`src/rtl/tmf_pkg.sv`:
```
package tmf_pkg;
   localparam int NUM_SRC = 10;
   localparam int SRC_W   = 4;
   localparam int SRC_GND = 0;
   localparam int SRC_DUAL = 4;
endpackage

```
`src/rtl/tmf_src_pick.sv`:
```
module tmf_src_pick
   import tmf_pkg::*;
#(
   parameter int              NSRC     = NUM_SRC,
   parameter int              SEL_W    = SRC_W,
   parameter logic [NSRC-1:0] POP_MASK = '1,
   parameter bit              HAS_ALT4 = 1'b1
) (
   input  logic [NSRC-1:1]  src_tick,
   input  logic             alt_tick,
   input  logic             alt_sel,
   input  logic [SEL_W-1:0] sel,
   output logic             pick_tick,
   output logic             pick_live
);
   logic [NSRC-1:0] lane;
   logic [NSRC-1:0] wired;

   assign lane[SRC_GND]  = 1'b0;
   assign wired[SRC_GND] = 1'b0;

   for (genvar i = 1; i < NSRC; i++) begin : g_lane
      if (i == SRC_DUAL && HAS_ALT4) begin : g_dual
         assign lane[i]  = alt_sel ? alt_tick : src_tick[i];
         assign wired[i] = 1'b1;
      end else if (POP_MASK[i]) begin : g_wired
         assign lane[i]  = src_tick[i];
         assign wired[i] = 1'b1;
      end else begin : g_gnd
         assign lane[i]  = 1'b0;
         assign wired[i] = 1'b0;
      end
   end

   always_comb begin
      pick_tick = 1'b0;
      pick_live = 1'b0;
      for (int i = 0; i < NSRC; i++) begin
         if (sel == SEL_W'(i)) begin
            pick_tick = lane[i];
            pick_live = wired[i];
         end
      end
   end

   logic unused_inputs;
   assign unused_inputs = ^{src_tick, alt_tick, alt_sel};
endmodule

```
`src/rtl/tmf_frac_div.sv`:
```
module tmf_frac_div #(
   parameter int INT_W  = 8,
   parameter int FRAC_W = 4,
   parameter int SEL_W  = 4
) (
   input  logic              clk,
   input  logic              rst_n,
   input  logic              pick_tick,
   input  logic              pick_live,
   input  logic              cfg_en,
   input  logic [SEL_W-1:0]  cfg_src,
   input  logic [INT_W-1:0]  cfg_int,
   input  logic [FRAC_W-1:0] cfg_frac,
   output logic [SEL_W-1:0]  act_src,
   output logic [INT_W-1:0]  act_int,
   output logic              idle,
   output logic              period_end,
   output logic              out_tick
);
   localparam int CNT_W = INT_W + 1;

   logic              act_en;
   logic [FRAC_W-1:0] act_frac;
   logic [INT_W-1:0]  cnt_q;
   logic [FRAC_W-1:0] acc_q;
   logic              stretch_q;
   logic [CNT_W-1:0]  target;
   logic              last;
   logic [FRAC_W:0]   acc_sum;
   logic              cfg_diff;

   assign target     = {1'b0, act_int} + CNT_W'(stretch_q);
   assign last       = ({1'b0, cnt_q} + CNT_W'(1)) == target;
   assign idle       = !act_en || (act_int == '0) || !pick_live;
   assign period_end = !idle && pick_tick && last;
   assign acc_sum    = {1'b0, acc_q} + {1'b0, act_frac};
   assign cfg_diff   = (cfg_en != act_en) || (cfg_src != act_src) ||
                       (cfg_int != act_int) || (cfg_frac != act_frac);

   always_ff @(posedge clk or negedge rst_n) begin
      if (!rst_n) begin
         act_en    <= 1'b0;
         act_src   <= '0;
         act_int   <= '0;
         act_frac  <= '0;
         cnt_q     <= '0;
         acc_q     <= '0;
         stretch_q <= 1'b0;
         out_tick  <= 1'b0;
      end else begin
         out_tick <= period_end;
         if (idle) begin
            act_en    <= cfg_en;
            act_src   <= cfg_src;
            act_int   <= cfg_int;
            act_frac  <= cfg_frac;
            cnt_q     <= '0;
            acc_q     <= '0;
            stretch_q <= 1'b0;
         end else if (pick_tick) begin
            if (last) begin
               cnt_q <= '0;
               if (cfg_diff) begin
                  act_en    <= cfg_en;
                  act_src   <= cfg_src;
                  act_int   <= cfg_int;
                  act_frac  <= cfg_frac;
                  acc_q     <= '0;
                  stretch_q <= 1'b0;
               end else begin
                  acc_q     <= acc_sum[FRAC_W-1:0];
                  stretch_q <= acc_sum[FRAC_W];
               end
            end else begin
               cnt_q <= cnt_q + INT_W'(1);
            end
         end
      end
   end

   logic unused_en;
   assign unused_en = act_en;
endmodule

```
`src/rtl/tick_mux_fdiv.sv`:
```
module tick_mux_fdiv
   import tmf_pkg::*;
#(
   parameter int                 INT_W    = 8,
   parameter int                 FRAC_W   = 4,
   parameter logic [NUM_SRC-1:0] POP_MASK = 10'b01_1111_1110,
   parameter bit                 HAS_ALT4 = 1'b1
) (
   input  logic               clk,
   input  logic               rst_n,
   input  logic [NUM_SRC-1:1] src_tick,
   input  logic               alt_tick,
   input  logic               alt_sel,
   input  logic               cfg_en,
   input  logic [SRC_W-1:0]   cfg_src,
   input  logic [INT_W-1:0]   cfg_int,
   input  logic [FRAC_W-1:0]  cfg_frac,
   output logic               out_tick
);
   if (INT_W < 1) begin : g_bad_int
      $error("tick_mux_fdiv: INT_W must be at least 1");
   end
   if (FRAC_W < 1) begin : g_bad_frac
      $error("tick_mux_fdiv: FRAC_W must be at least 1");
   end
   if (POP_MASK[SRC_GND]) begin : g_bad_gnd
      $error("tick_mux_fdiv: input 0 is ground and cannot be populated");
   end
   if (HAS_ALT4 && !POP_MASK[SRC_DUAL]) begin : g_bad_dual
      $error("tick_mux_fdiv: dual-channel input 4 must be populated");
   end

   logic [SRC_W-1:0] act_src;
   logic [INT_W-1:0] act_int;
   logic             pick_tick;
   logic             pick_live;
   logic             idle;
   logic             period_end;

   tmf_src_pick #(
      .NSRC    (NUM_SRC),
      .SEL_W   (SRC_W),
      .POP_MASK(POP_MASK),
      .HAS_ALT4(HAS_ALT4)
   ) u_pick (
      .src_tick (src_tick),
      .alt_tick (alt_tick),
      .alt_sel  (alt_sel),
      .sel      (act_src),
      .pick_tick(pick_tick),
      .pick_live(pick_live)
   );

   tmf_frac_div #(
      .INT_W (INT_W),
      .FRAC_W(FRAC_W),
      .SEL_W (SRC_W)
   ) u_div (
      .clk       (clk),
      .rst_n     (rst_n),
      .pick_tick (pick_tick),
      .pick_live (pick_live),
      .cfg_en    (cfg_en),
      .cfg_src   (cfg_src),
      .cfg_int   (cfg_int),
      .cfg_frac  (cfg_frac),
      .act_src   (act_src),
      .act_int   (act_int),
      .idle      (idle),
      .period_end(period_end),
      .out_tick  (out_tick)
   );
endmodule

```
`config.mk`:
```
export PLATFORM = sky130hd
export DESIGN_NAME = tick_mux_fdiv
export DESIGN_NICKNAME = d
export VERILOG_FILES = /design/src/rtl/tmf_pkg.sv /design/src/rtl/tmf_src_pick.sv /design/src/rtl/tmf_frac_div.sv /design/src/rtl/tick_mux_fdiv.sv
export SDC_FILE = /design/constraint.sdc
export NUM_CORES = 1
export LEC_CHECK = 0
export BUFFER_PORTS_ARGS = -buffer_cell sky130_fd_sc_hd__buf_4
export CELL_PAD_IN_SITES_DETAIL_PLACEMENT = 1
export CELL_PAD_IN_SITES_GLOBAL_PLACEMENT = 1
export CORE_AREA = 2 2 87 89
export CTS_CLUSTER_DIAMETER = 200
export DETAILED_ROUTE_END_ITERATION = 8
export DIE_AREA = 0 0 89 91
export PLACE_DENSITY = 0.69
export SYNTH_ARGS = -nofsm -noshare
export SYNTH_HDL_FRONTEND = slang
export SYNTH_SLANG_ARGS = --single-unit
```
`constraint.sdc`:
```
create_clock -name clk -period 3 [get_ports clk]
set_input_delay 0.15 -clock clk [delete_from_list [all_inputs] [get_ports clk]]
set_output_delay 0.15 -clock clk [all_outputs]
set_load 0.02 [all_outputs]
```
* After elaboration in Yosys (flattened, before gate mapping)
Index checks and enable logic that the tools add are counted.
Word-level totals: bits in registers 31
Cells by class: add/subtract/negate cells 4, equality and inequality tests 14, multiplexer cells 46, reduce and logical (&&, ||, !) cells 16
Operators by type and width (count):
- 2-to-1 mux 8 bit | 7
- 2-to-1 mux 4 bit | 12
- 2-to-1 mux 1 bit | 27
- equality test 4 x 3 -> 1 bit, second input constant | 4
- adder 8 x 1 -> 9 bit | 1
- adder 8 x 1 -> 9 bit, second input constant | 1
- equality test 9 bit | 1
- adder 8 x 1 -> 8 bit, second input constant | 1
- equality test 4 x 2 -> 1 bit, second input constant | 2
- equality test 4 bit, second input constant | 2
- zero test 8 bit | 1
- != test 4 bit | 2
- != test 8 bit | 1
- nonzero test 2 bit | 3
- adder 4 x 4 -> 5 bit | 1
- logical OR 1 bit | 5
- equality test 4 x 1 -> 1 bit, second input constant | 1
- zero test 1 bit | 3
- AND reduction 3 bit | 1
- logical AND 1 bit | 2
- AND reduction 2 bit | 1
- != test 1 bit | 1

* Longest topological paths before layout
Gate-level depths: netlist of run 1.
depth in word-level cells 15, gate-level depth with buffers 10

* By module
A second synthesis of run 1 with hierarchy kept.
Unflattened totals: cell total of the unflattened synthesis 210, area total of the unflattened synthesis 2212.1 sq um
Modules (own cells, without submodules):
- tmf_frac_div | cells an instance 196, seq. area each 775.7 sq um, instances 1, area an instance 2107.0 sq um
- tmf_src_pick | cells an instance 14, seq. area each 0.0 sq um, instances 1, area an instance 105.1 sq um

* Worst setup path before layout of run 1
OpenSTA, ideal clock, no wires.
kind reg-to-reg, from register u_div.cnt_q[0], to register u_div.act_frac[0], slack -0.071 ns, library setup time 0.127 ns, stages on the path, launching flop included 10, buffers on the path 1, data arrival time 2.944 ns, cell sequence dfrtp_1 > ha_1 > nand3_1 > or3_1 > a311o_1 > a221oi_2 > o211ai_2 > o31ai_4 > buf_6 > mux2_1
Between the ends: longest elaborated chain between the ends 4
Ends and longest elaborated chain:
- start: declaration | line tmf_frac_div.sv:24 | logic [INT_W-1:0] cnt_q;
- start signal: assignment | line tmf_frac_div.sv:75 | cnt_q <= cnt_q + INT_W'(1);
- adder 8 x 1 -> 9 bit | line tmf_frac_div.sv:33 | assign last = ({1'b0, cnt_q} + CNT_W'(1)) == target;
- equality test 9 bit | line tmf_frac_div.sv:33
- nonzero test 2 bit (no line)
- AND reduction 3 bit (no line)
- end signal: assignment | line tmf_frac_div.sv:56 | act_frac <= cfg_frac;
- end signal: assignment | line tmf_frac_div.sv:67 | act_frac <= cfg_frac;
- end: declaration | line tmf_frac_div.sv:23 | logic [FRAC_W-1:0] act_frac;
Every way passes these cells. A chain may end at the register's enable or synchronous reset.

* Worst setup path in the final report of run 1
from register u_div.stretch_q, to register u_div.act_frac[3]
Between the ends: longest elaborated chain between the ends 4
Ends and longest elaborated chain:
- start: declaration | line tmf_frac_div.sv:26 | logic stretch_q;
- start signal: assignment | line tmf_frac_div.sv:72 | stretch_q <= acc_sum[FRAC_W];
- adder 8 x 1 -> 9 bit | line tmf_frac_div.sv:32 | assign target = {1'b0, act_int} + CNT_W'(stretch_q);
- equality test 9 bit | line tmf_frac_div.sv:33
- nonzero test 2 bit (no line)
- AND reduction 3 bit (no line)
Every way passes these cells.

==> results.cfg, run 1 <==
[timing]
max_freq_mhz = 346
worst_slew_pin_slew_ns = 0.512
fin_crit_sh_pct = 96.2
setup_tns_ns = 0
rsz0062_at_grt = false
fin_worst_skew_ns = 0.00312
hold_violations = 0
min_period_ns = 2.89
setup_viol = 0
drv_slew = 0
relSlewSlack_pct = 65.8

[power]
p_clk_share_pct = 20.3
swShare_pct = 39.4
pwr-share-comb_pct = 46.4
ir_drop_uv = 280
power.internal_mw = 1.31
p_sw_mw = 0.848
leakage_nw = 1.15
power_density_mw_per_mm2 = 780
p_seq_share_pct = 33.4

[critical_path]
path_buf_inv = 1
critical_path.cell_chain = ha_1, ha_2, and3_4, a2111oi_0, or4_1, a221oi_2, o211ai_2, o31ai_4, buf_6, mux2_2
cp_top_family = simple AND/OR/NAND/NOR gates
endpoint_kind = register
critPathRequiredTime_ns = 3.17
cp_max_fo = 8
cp_slowest_stage_delay_ns = 0.56
crit_slowest_cell = or4_1
criticalPathCategory = register to register
arrival_ns = 3.06
worst_setup_path_start_kind = register

[die]
core-area_mm2 = 0.00714
rows = 31
die_w_um = 89
start_util_pct = 30.9
pin_count = 31
dieArea_mm2 = 0.00810
dieHeight_um = 91

[status]
status = finished, final reports clean

[placed_design]
port_buffers = 29
dp_hpwl_mm = 4.30
placedCellCount = 354
gp_congestion = 0.784

[logic_synthesis]
ys_ff_latch = 31
synth_nets = 261
syn_area_per_cell_um2 = 9.90
synth_area_mm2 = 0.00221
synth_area_leaders = dfrtp_1 35%, xor2_1 7.1%, mux2_1 5.1%, nand2_1 4.3%, mux2_2 4.1%
synth_ff_type = dfrtp_1
synth_edf_count = 0
synthCells = 223
seq_area_frac_synth_pct = 35.1
synth_top_area_share_pct = 35.1
synth_top_area_cell = dfrtp_1
yosys.cell_types.count = 47
ys_async_sr_fraction_pct = 100
yosys_warnings = 0

[route]
routedWlPerCell_um = 15.7
drtAntennaViolNets = 0
num_vias = 1849
viasPerCell = 5.09
drc = 0
drt_iter0_markers = 52
finalWirelength_mm = 5.71
drt_pass1_iterations = 4

[clock_tree]
h-tree-depth = 2
insertion_delay_ns = 0.29
cts_buffers = 5
clock_path_buffers = 2
cts_tree = done
cts.clk_slew.worst_paths_ns = 0.07
cts_sinks = 31
cts_root_buf = clkbuf_8

[global_routing]
grt_pass1_wl_mm = 9.46
antenna_found_initial = 0
grt_usage_pct = 14.9
grt_max_degree = 32
first_global_vias = 1986
gr-total-overflow = 0

[layout]
final_util_pct = 38.7
drive_above_1_share_pct = 26.5
fin_nets = 301
syn2layout_area_growth_pct = 25.2
layout_common_cells = 42 x buf_4, 30 x dfrtp_1, 25 x nand2_1
stdcell_count = 363
layout_commonest_cell = buf_4
antennaDiodeCount = 0

[min_path]
min_path_type = input port to register

[job]
maxCapViolations = 0
-- power by group through the flow --
| stage | Combinational [mW] | Clock (mW) | Sequential, mW |
|---|---|---|---|
| 6_report | 0.999 | 0.436 | 0.718 |
| 5_1_grt | 1.10 | 0.465 | 0.744 |
| 4_1_cts | 1.00 | 0.448 | 0.718 |
| 3_5_place_dp | 0.994 | 0 | 0.725 |
| 3_3_place_gp | 0.962 | 0 | 0.717 |
| 2_1_floorplan | 0.766 | 0 | 0.645 |
-- cell usage after synthesis (all sizes together), types with 2 or more instances --
cell type,count
nand2,25
nor4,6
o21ai,6
and3,6
a21oi,8
mux2i,6
o211ai,2
xnor2,9
nor2,5
o31a,2
buf,3
xor2,18
nand3,15
nor3,6
clkbuf,9
or3,3
mux2,18
and4,2
xnor3,2
and2,3
a31oi,5
nor3b,3
ha,7
dfrtp,31
o31ai,2
nor2b,4
-- layer usage --
layer	wire length [um]	global-route usage (%)	vias up	part of all wire (%)
met5	0	0	-	0
met4	83	5.47	0	1.5
met3	116	2.82	7	2.0
met2	2790	23.9	19	49
met1	2720	19.8	930	48
li1	-	-	893	-
-- layout make-up --
cell class / instances / area (um^2)
flip-flops and latches: 31 / 777
inverters: 1 / 3.75
multi-input cells: 179 / 1390
fillers: 837 / 4370
repair buffers: 45 / 348
clock inverters: 2 / 35.0
clock buffers: 6 / 82.6
well taps: 99 / 124
-- cell families after synthesis --
kind of cell / share of synthesized area (%)
AOI/OAI and AO/OA: 11.3
xor gates and xnor gates: 13.8
adders and majority gates: 4.88
buffers and inverters: 2.66
DFF: 35.1
muxes: 12.9
and+or+nand+nor: 19.3
-- repair_timing --
item	in CTS	in global routing
endpoints found under the hold margin	31	0
resized for setup	0	5
pin swaps	0	2
hold buffers	1	0
buffers inserted	0	0
setup endpoints to repair	7	16
-- sequential cells by signal, summed over array words and instances (netlist names) --
| name | count |
|---|---|
| u_div.acc_q | 4 |
| u_div.act_int | 8 |
| u_div.act_frac | 4 |
| u_div.act_en | 1 |
| u_div.out_tick | 1 |
| u_div.stretch_q | 1 |
| u_div.act_src | 4 |
| u_div.cnt_q | 8 |
-- per-stage QoR --
stage	area, um^2	setup WS (ns)	hold WS [ns]	power (mW)
after floorplan	2220	0.00258	-0.146	1.41
after global placement	2620	0.0523	0.120	1.68
after detailed placement	2620	0.0246	0.127	1.72
after CTS	2750	-0.0116	0.0831	2.16
after global routing	2760	0.00361	0.0885	2.31
final	2760	0.113	0.0907	2.15
-- worst paths after layout --
path / from / endpoint / slack (ns) / cells past startpoint
max: u_div.stretch_q / u_div.act_frac[3] / 0.11 / 10
min: cfg_src[3] / u_div.act_src[3] / 0.09 / 2
max reg2reg: u_div.stretch_q / u_div.act_frac[3] / 0.11 / 10
min reg2reg: u_div.acc_q[0] / u_div.acc_q[0] / 0.55 / 2
max in group asynchronous: rst_n / u_div.cnt_q[0] / 2.32 / 2
min in group asynchronous: rst_n / u_div.out_tick / 0.34 / 2
Note: power is estimated with default switching activity, not from simulation.
==> run 2: changes to the inputs <==
Settings changed: SYNTH_HIERARCHICAL set to 1.
==> run 2 against run 1 <==
Compared with the run above:
- via count down 7.8%
- sequential share of layout area rose by 0.25 points
- hold slack got worse by 0.0038 ns
==> results.cfg, run 2 <==
[logic_synthesis]
synth_top_area_cell = dfrtp_1
yosys_warnings = 6
seq_area_frac_synth_pct = 35.1
synthCells = 210
synth_top_area_share_pct = 35.1
synth_ff_type = dfrtp_1
syn_area_per_cell_um2 = 10.5
yosys-top-cells-count = 31 x dfrtp_1, 20 x xor2_1, 19 x nand2_1, 15 x xnor2_1
ys_async_sr_fraction_pct = 100
synth_area_mm2 = 0.00221
yosys.cell_types.count = 51
yosysMostFrequentCell = dfrtp_1
synth_area_leaders = dfrtp_1 35%, xor2_1 7.9%, mux2_4 6.8%, xnor2_1 5.9%, ha_1 4.0%
synth_nets = 248
synth_edf_count = 0
ys_ff_latch = 31

[critical_path]
critical_path.cell_chain = ha_1, ha_1, nand3_2, xnor2_2, xnor2_1, or4_4, o41ai_4, buf_4, buf_12, mux2_2
cp_slowest_stage_delay_ns = 0.57
cp_max_fo = 8
criticalPathCategory = register to register
endpoint_kind = register
crit_slowest_cell = or4_4
worst_setup_path_start_kind = register
arrival_ns = 3.02
critPathRequiredTime_ns = 3.17
path_buf_inv = 2
cp_top_family = simple AND/OR/NAND/NOR gates
crit_cells = 10
r2r_cells = 10
crit_top_cell = ha_1

[timing]
setup_tns_ns = 0
rsz0062_at_grt = false
min_period_ns = 2.84
fin_worst_skew_ns = 0.00933
holdWs_ns = 0.0869
drv_slew = 0
relSlewSlack_pct = 62.7
setup_viol = 0
hold_violations = 0
max_freq_mhz = 352
worst_slew_pin_slew_ns = 0.555
fin_crit_sh_pct = 94.8

[layout]
syn2layout_area_growth_pct = 23.6
antennaDiodeCount = 0
stdcell_count = 352
fillers = 837
fin_nets = 290
final_util_pct = 38.3
layout_commonest_cell = buf_4
layout_common_cells = 38 x buf_4, 31 x dfrtp_1, 20 x xor2_1
drive_above_1_share_pct = 31.2
finish.instance_area_mm2 = 0.00273
top_regs = u_div/act_int x8, u_div/cnt_q x8

[die]
pin_count = 31
die_w_um = 89
core-area_mm2 = 0.00714
dieArea_mm2 = 0.00810
rows = 31
dieHeight_um = 91
start_util_pct = 31.0

[route]
finalWirelength_mm = 5.60
drt_pass1_iterations = 4
drt_iter0_markers = 49
drtAntennaViolNets = 0
drc = 0
num_vias = 1704
viasPerCell = 4.84
routedWlPerCell_um = 15.9

[min_path]
min_path_type = input port to register
hold_depth = 2

[global_routing]
gr-total-overflow = 0
grt_pass1_wl_mm = 9.17
antenna_found_initial = 0
grt_usage_pct = 14.6
grt_max_degree = 32
first_global_vias = 1849

[clock_tree]
cts_buffers = 5
cts_tree = done
cts_root_buf = clkbuf_8
h-tree-depth = 2
cts_sinks = 31
insertion_delay_ns = 0.28
cts.clk_slew.worst_paths_ns = 0.07
clock_path_buffers = 2

[placed_design]
port_buffers = 29
place_area_mm2 = 0.00258
placedCellCount = 341
gp_congestion = 0.777
dp_hpwl_mm = 4.16

[status]
status = finished, final reports clean

[power]
leakage_nw = 1.17
ir_drop_uv = 436
power_density_mw_per_mm2 = 878

[job]
maxCapViolations = 0
run 2: logic make-up (layout without fill, tap and decap cells):
| logic type | count (synthesis) | after routing | share of synthesized area [%] |
|---|---|---|---|
| buffers and inverters | 14 | 57 | 3.90 |
| muxes | 24 | 24 | 13.5 |
| and+or+nand+nor | 71 | 71 | 18.3 |
| AOI/OAI and AO/OA | 25 | 25 | 8.77 |
| xor gates and xnor gates | 37 | 37 | 15.7 |
| adders and majority gates | 8 | 8 | 4.86 |
| DFF | 31 | 31 | 35.1 |
run 2: power by group:
group          internal (mW)  switching, mW  total (mW)
registers              0.541          0.201       0.742
clock network          0.209          0.163       0.372
logic                  0.664          0.621        1.29
run 2: stage by stage:
step | worst slack, ns | total power, mW
after global placement | 0.146 | 1.90
after global routing | 0.0109 | 2.56
after floorplan | 0.125 | 1.62
final | 0.156 | 2.40
after detailed placement | 0.0670 | 1.93
after CTS | 0.0606 | 2.33
run 2: final timing paths:
check / startpoint / end / slack [ns]
setup / recovery: u_div/act_int[0] / u_div/act_src[0] / 0.16
hold / removal: cfg_en / u_div/act_en / 0.09
setup reg to reg: u_div/act_int[0] / u_div/act_src[0] / 0.16
hold reg to reg: u_div/acc_q[3] / u_div/acc_q[3] / 0.54
max in group asynchronous: rst_n / u_div/cnt_q[1] / 2.35
min in group asynchronous: rst_n / u_div/cnt_q[7] / 0.35
run 2: cell type report:
class,instances,area (um^2),share of cell area (%)
repair buffers,41,340,12.4
multi-input cells,165,1360,49.7
clock buffers,7,96.3,3.52
well taps,99,124,4.53
clock inverters,1,7.51,0.275
flip-flops and latches,31,776,28.4
inverters,8,30.0,1.10
run 2: per-layer routing:
| metal | GRT usage [%] | routed length (um) |
|---|---|---|
| met5 | 0 | 0 |
| met4 | 2.99 | 60 |
| met3 | 3.27 | 195 |
| met2 | 23.3 | 2660 |
| met1 | 20.1 | 2680 |
run 2: what timing repair did:
action / in CTS / in global routing
hold buffers: 1 / 0
buffers inserted: 0 / 1
setup endpoints to repair: 0 / 16
endpoints found under the hold margin: 31 / 0
resized for setup: 0 / 2
run 2: worst reg2reg max path: stages (launching register included):
cell and delay, ns:
dfrtp_1 0.35, ha_1 0.21, ha_1 0.22, nand3_2 0.16
xnor2_2 0.19, xnor2_1 0.13, or4_4 0.57, o41ai_4 0.23
buf_4 0.20, buf_12 0.14, mux2_2 0.34
